[config.mk]
export PLATFORM = sky130hd
export DESIGN_NAME = cache2w
export DESIGN_NICKNAME = d
export VERILOG_FILES = /design/src/rtl/cache2w_pkg.sv /design/src/rtl/cache2w_ways.sv /design/src/rtl/cache2w_lru.sv /design/src/rtl/cache2w.sv
export SDC_FILE = /design/constraint.sdc
export NUM_CORES = 1
export LEC_CHECK = 0
export BUFFER_PORTS_ARGS = -buffer_cell sky130_fd_sc_hd__buf_2
export CORE_ASPECT_RATIO = 1.2
export CORE_UTILIZATION = 54
export DETAILED_ROUTE_END_ITERATION = 7
export PLACE_DENSITY = 0.75
export SYNTH_ARGS = -nofsm -noshare
export SYNTH_HDL_FRONTEND = slang
export SYNTH_HIERARCHICAL = 1
export SYNTH_SLANG_ARGS = --single-unit
[constraint.sdc]
create_clock -name clk -period 7 [get_ports clk]
set_input_delay 0.7 -clock clk [delete_from_list [all_inputs] [get_ports clk]]
set_output_delay 0.7 -clock clk [all_outputs]
set_load 0.01 [all_outputs]
[src/rtl/cache2w_pkg.sv]
package cache2w_pkg;

    typedef enum logic [1:0] {
        ST_IDLE  = 2'd0,
        ST_FILL  = 2'd1,
        ST_WRITE = 2'd2
    } ctl_state_t;

    // Victim choice: empty way 0, then empty way 1, then the LRU way.
    function automatic logic pick_victim(input logic [1:0] vld, input logic lru);
        if (!vld[0]) return 1'b0;
        if (!vld[1]) return 1'b1;
        return lru;
    endfunction

endpackage

[src/rtl/cache2w_ways.sv]
module cache2w_ways #(
    parameter int SET_W  = 3,
    parameter int TAG_W  = 9,
    parameter int DATA_W = 32
) (
    input  logic              clk,
    input  logic              rst,
    input  logic [SET_W-1:0]  lk_idx,
    input  logic [TAG_W-1:0]  lk_tag,
    output logic [1:0]        lk_hit,
    output logic [1:0]        lk_vld,
    output logic [DATA_W-1:0] lk_data,
    input  logic              wr_en,
    input  logic              wr_way,
    input  logic [SET_W-1:0]  wr_idx,
    input  logic [TAG_W-1:0]  wr_tag,
    input  logic [DATA_W-1:0] wr_data
);
    localparam int SETS = 1 << SET_W;

    logic [DATA_W-1:0] way_data [2];

    for (genvar w = 0; w < 2; w++) begin : g_way
        logic [SETS-1:0]   vld_q;
        logic [TAG_W-1:0]  tag_q [SETS];
        logic [DATA_W-1:0] dat_q [SETS];

        always_ff @(posedge clk) begin
            if (rst)
                vld_q <= '0;
            else if (wr_en && wr_way == 1'(w))
                vld_q[wr_idx] <= 1'b1;
        end

        always_ff @(posedge clk) begin
            if (wr_en && wr_way == 1'(w)) begin
                tag_q[wr_idx] <= wr_tag;
                dat_q[wr_idx] <= wr_data;
            end
        end

        assign lk_vld[w]   = vld_q[lk_idx];
        assign lk_hit[w]   = vld_q[lk_idx] && (tag_q[lk_idx] == lk_tag);
        assign way_data[w] = dat_q[lk_idx];
    end

    assign lk_data = lk_hit[1] ? way_data[1] : way_data[0];


    hit_onehot_chk: assert property (@(posedge clk) disable iff (rst)
        $onehot0(lk_hit));

endmodule

[src/rtl/cache2w_lru.sv]
module cache2w_lru #(
    parameter int SET_W = 3
) (
    input  logic             clk,
    input  logic             rst,
    input  logic [SET_W-1:0] rd_idx,
    output logic             lru_way,
    input  logic             touch,
    input  logic [SET_W-1:0] touch_idx,
    input  logic             touch_way
);
    localparam int SETS = 1 << SET_W;

    logic [SETS-1:0] lru_q;

    always_ff @(posedge clk) begin
        if (rst)
            lru_q <= '0;
        else if (touch)
            lru_q[touch_idx] <= ~touch_way;
    end

    assign lru_way = lru_q[rd_idx];


    lru_flip_chk: assert property (@(posedge clk) disable iff (rst)
        touch |=> (lru_q[$past(touch_idx)] != $past(touch_way)));

endmodule

[src/rtl/cache2w.sv]
module cache2w
    import cache2w_pkg::*;
#(
    parameter int ADDR_W = 12,
    parameter int DATA_W = 32,
    parameter int SET_W  = 3,
    parameter int CNT_W  = 16
) (
    input  logic              clk,
    input  logic              rst,
    input  logic              cpu_valid,
    input  logic              cpu_we,
    input  logic [ADDR_W-1:0] cpu_addr,
    input  logic [DATA_W-1:0] cpu_wdata,
    output logic              cpu_ready,
    output logic [DATA_W-1:0] cpu_rdata,
    output logic              mem_req,
    output logic              mem_we,
    output logic [ADDR_W-1:0] mem_addr,
    output logic [DATA_W-1:0] mem_wdata,
    input  logic              mem_ack,
    input  logic [DATA_W-1:0] mem_rdata,
    output logic [CNT_W-1:0]  hit_cnt,
    output logic [CNT_W-1:0]  miss_cnt
);
    localparam int TAG_W = ADDR_W - SET_W;

    ctl_state_t state_q, state_d;
    logic       victim_q;

    logic [SET_W-1:0]  idx;
    logic [TAG_W-1:0]  tag;
    logic [1:0]        lk_hit, lk_vld;
    logic [DATA_W-1:0] lk_data;
    logic              any_hit, hit_way, lru_way;

    logic              wr_en, wr_way, touch, touch_way;
    logic [DATA_W-1:0] wr_data;
    logic              cnt_hit, cnt_miss;

    assign idx     = cpu_addr[SET_W-1:0];
    assign tag     = cpu_addr[ADDR_W-1:SET_W];
    assign any_hit = |lk_hit;
    assign hit_way = lk_hit[1];

    cache2w_ways #(.SET_W(SET_W), .TAG_W(TAG_W), .DATA_W(DATA_W)) u_ways (
        .clk(clk), .rst(rst),
        .lk_idx(idx), .lk_tag(tag),
        .lk_hit(lk_hit), .lk_vld(lk_vld), .lk_data(lk_data),
        .wr_en(wr_en), .wr_way(wr_way), .wr_idx(idx),
        .wr_tag(tag), .wr_data(wr_data)
    );

    cache2w_lru #(.SET_W(SET_W)) u_lru (
        .clk(clk), .rst(rst),
        .rd_idx(idx), .lru_way(lru_way),
        .touch(touch), .touch_idx(idx), .touch_way(touch_way)
    );

    always_comb begin
        state_d   = state_q;
        cpu_ready = 1'b0;
        cpu_rdata = lk_data;
        wr_en     = 1'b0;
        wr_way    = hit_way;
        wr_data   = cpu_wdata;
        touch     = 1'b0;
        touch_way = hit_way;
        cnt_hit   = 1'b0;
        cnt_miss  = 1'b0;
        unique case (state_q)
            ST_IDLE: begin
                if (cpu_valid) begin
                    if (cpu_we) begin
                        state_d = ST_WRITE;
                        if (any_hit) begin
                            wr_en   = 1'b1;
                            touch   = 1'b1;
                            cnt_hit = 1'b1;
                        end else begin
                            cnt_miss = 1'b1;
                        end
                    end else if (any_hit) begin
                        cpu_ready = 1'b1;
                        touch     = 1'b1;
                        cnt_hit   = 1'b1;
                    end else begin
                        state_d  = ST_FILL;
                        cnt_miss = 1'b1;
                    end
                end
            end
            ST_FILL: begin
                if (mem_ack) begin
                    wr_en     = 1'b1;
                    wr_way    = victim_q;
                    wr_data   = mem_rdata;
                    touch     = 1'b1;
                    touch_way = victim_q;
                    cpu_ready = 1'b1;
                    cpu_rdata = mem_rdata;
                    state_d   = ST_IDLE;
                end
            end
            ST_WRITE: begin
                if (mem_ack) begin
                    cpu_ready = 1'b1;
                    state_d   = ST_IDLE;
                end
            end
            default: state_d = ST_IDLE;
        endcase
    end

    always_ff @(posedge clk) begin
        if (rst) begin
            state_q  <= ST_IDLE;
            victim_q <= 1'b0;
            hit_cnt  <= '0;
            miss_cnt <= '0;
        end else begin
            state_q <= state_d;
            if (state_q == ST_IDLE)
                victim_q <= pick_victim(lk_vld, lru_way);
            if (cnt_hit)
                hit_cnt <= hit_cnt + 1'b1;
            if (cnt_miss)
                miss_cnt <= miss_cnt + 1'b1;
        end
    end

    assign mem_req   = (state_q != ST_IDLE);
    assign mem_we    = (state_q == ST_WRITE);
    assign mem_addr  = cpu_addr;
    assign mem_wdata = cpu_wdata;


    mem_hold_chk: assert property (@(posedge clk) disable iff (rst)
        (mem_req && !mem_ack) |=> (mem_req && $stable(mem_we)));


    mem_write_src_chk: assert property (@(posedge clk) disable iff (rst)
        (mem_req && mem_we) |-> (cpu_valid && cpu_we));


    cnt_step_chk: assert property (@(posedge clk) disable iff (rst)
        (state_q == ST_IDLE && cpu_valid) |=>
            ({1'b0, hit_cnt} + {1'b0, miss_cnt}) ==
            ($past({1'b0, hit_cnt} + {1'b0, miss_cnt}) + 1'b1));


    cnt_idle_chk: assert property (@(posedge clk) disable iff (rst)
        !(state_q == ST_IDLE && cpu_valid) |=> ($stable(hit_cnt) && $stable(miss_cnt)));

endmodule

==> out/metrics.csv <==
stage;metric;value;unit
synth;yosysUniqueCellTypes;49;
timing;hold_ws;469;ps
layout;area_growth;13.2;%
route;viasPerCell;5.89;
synth;synth-adder-area-share;0.260;%
timing;clock.fmax;192;MHz
pwr;peakVddDrop;0.189;mV
timing;drv_slew;0;
timing;setup_viol;0;
critical_path;required;6300;ps
critical_path;path_class;in -> out;
global_route;grt-ovfl-total;0;
layout;drive_gt1_share;28.9;%
timing;rsz0062_at_grt;false;
floorplan;dieArea;54400;um2
timing;timing.final.hold_violations;0;
synth;synthMuxAreaShare;17.7;%
cts;htree_levels;3;
synth;ys_async_sr_fraction;0;%
global_route;grt_pass1_vias;15000;
timing;max_slew_margin;24.7;%
route;vias;14700;
global_route;grt_antenna_before_repair;0;
cts;clock-sinks;715;
route;wl_per_cell;24.0;um
route;finalWirelength;59900;um
route;ant_nets;0;
critical_path;worstSetupStartpointType;input pin;
synth;synth_compound_area_share;0.897;%
synth;netlist_area;28900;um2
layout;utilization;62.0;%
synth;synth_top_family_by_area;multiplexers;
timing;finClkSkew;30.8;ps
critical_path;cp_max_fo;66;
place;gp_congestion;0.763;
floorplan;num_rows;92;
cts;numCtsBuffers;68;
floorplan;core;52700;um2
synth;synth-seq-cells;715;
cts;clk_pin_slew;60;ps
synth;yosys.area.top_type;edfxtp_1;
synth;synth_top_area_share;68.2;%
place;hpwl;32900;um
route;drt_iter0_drc;1233;
pwr;power_density;277;nW/um2
cts;cts_hold_buf;0;
floorplan;die_y;255;um
critical_path;setup.worst_path.end_class;output port;
status;outcome;completed;
pwr;power.leakage;11.5;nW
synth;syn_area_per_cell;18.5;um2
synth;synth_seq_area_share;72.3;%
floorplan;die_width;213;um
timing;min_period;5220;ps
global_route;grt_first_pass_wirelength;90900;um
cts;insertion_delay;590;ps
synth;syn-num-nets;1652;
timing;tightest_slew;1130;ps
timing;setup_tns;0;ps
synth;synth_edf_count;656;
floorplan;io_pins;192;
route;drcViolationCount;0;
timing;period_share;74.5;%
cts;clock_path_buffers;3;
cts;postCtsSetupBuffers;0;
flow_run;maxCapViolCount;0;
floorplan;start_util;54.8;%
critical_path;cp.arrival;4520;ps
place;pre_cts_slack;1510;ps
synth;ys_warn_count;6;
hold_path;hp-class;reg -> reg;
synth;synth_cells;1565;
cts;cts_tree;yes;
synth;ys.flop_type;edfxtp_1;
place;io_buffers;191;
cts;cts-root-buf;clkbuf_16;
synth;synth_top_cells_by_area;edfxtp_1, mux4_2, mux2i_1;
synth;synth-simple-area-share;5.18;%
cts;cts_resized;0;
layout;diodes;0;
timing;fin_ws;1780;ps
global_route;grt_max_degree;80;
global_route;grt_usage;22.7;%
synth;synth_xor_area_share;1.06;%
route;dr.pass1.iters;5;
layout;fin_nets;1828;
## cell type report
cell class                      count  area, um2
Inverter                           12       45.0
Clock buffer                       82       1810
Sequential cell                   715      20900
Fill cell                        3697      20000
Clock inverter                     34        359
Tap cell                          705        882
Timing Repair Buffer              224       1340
Multi-Input combinational cell    720       7370
## synth_stat cells (7+ instances only)
master	count
edfxtp_1	656
nand2_1	185
mux4_2	161
mux2i_1	127
nor2_1	78
dfxtp_1	59
buf_4	45
clkbuf_1	34
xor2_1	22
buf_1	21
a21oi_1	15
nand3_1	14
xnor2_1	13
inv_1	12
nor3_1	11
nand4_1	9
a211oi_1	8
buf_2	8
mux2_2	7
o21ai_0	7
or3_1	7
## through the flow
step	cell area (um2)	instances	total power [W]
after floorplan	28900	1565	0.00531
after global placement	30500	2376	0.00552
after detailed placement	30500	2376	0.00554
after CTS	32700	2492	0.00911
after global routing	32700	2492	0.00933
final	32700	2492	0.00904
## flip-flops by register name, summed over array words and instances (netlist names)
signal,flops
hit_cnt,16
miss_cnt,16
state_q,2
u_lru/lru_q,8
u_ways/g_way.dat_q,512
u_ways/g_way.tag_q,144
u_ways/g_way.vld_q,16
victim_q,1
## worst paths after layout
kind | startpoint | to | slack (ps) | cells past startpoint
max reg2reg | u_ways/g_way[0].tag_q[4][8]$_DFFE_PP_ | u_ways/g_way[0].dat_q[4][8]$_DFFE_PP_ | 2520 | 11
min | u_ways/g_way[0].vld_q[6]$_SDFFE_PP0P_ | u_ways/g_way[0].vld_q[6]$_SDFFE_PP0P_ | 470 | 2
min reg2reg | u_ways/g_way[0].vld_q[6]$_SDFFE_PP0P_ | u_ways/g_way[0].vld_q[6]$_SDFFE_PP0P_ | 470 | 2
max | cpu_addr[0] | cpu_rdata[1] | 1780 | 11
## cells in the final DEF, fill, tap and decap left out, types with 10 or more instances in the layout
| cell type | count |
|---|---|
| buf_2 | 188 |
| inv_1 | 12 |
| clkbuf_16 | 69 |
| buf_4 | 24 |
| xnor2_1 | 13 |
| nor2_1 | 66 |
| nor2_4 | 12 |
| mux4_2 | 161 |
| nand3_1 | 14 |
| xor2_1 | 22 |
| clkbuf_1 | 10 |
| dfxtp_1 | 59 |
| clkinv_2 | 13 |
| edfxtp_1 | 656 |
| nand2_1 | 184 |
| a21oi_1 | 15 |
| mux2i_1 | 127 |
## logic make-up (layout without fill, tap and decap cells)
group                      Yosys count  count (layout)
AOI/OAI and AO/OA                   40              40
xor gates and xnor gates            35              35
adders and majority gates            6               6
buffers and inverters              130             352
DFF                                715             715
muxes                              300             300
and+or+nand+nor                    339             339
## power breakdown
group / total, W / leakage [nW] / internal [W] / switching (W)
sequential: 0.00480 / 6.38 / 0.00478 / 0.0000130
clock: 0.00360 / 1.07 / 0.00210 / 0.00150
combinational: 0.000651 / 4.05 / 0.000224 / 0.000427
total: 0.00904 / 11.5 / 0.00710 / 0.00194
## critical path, stage by stage
cell	delay, ps
buf_8	480
buf_4	420
mux4_2	550
xor2_1	150
nand3_1	160
or4_2	1080
buf_4	370
mux2i_1	170
nand2_1	60
nand2_1	120
buf_2	150
## layer usage
metal  up-vias  track usage [%]  wire length, um
li1       6467                -                -
met1      7588             30.6            24400
met2       513             37.5            30600
met3       102             3.29             3280
met4         0             8.65             1680
met5         -                0                0
Note: power is estimated with default switching activity, not from simulation.
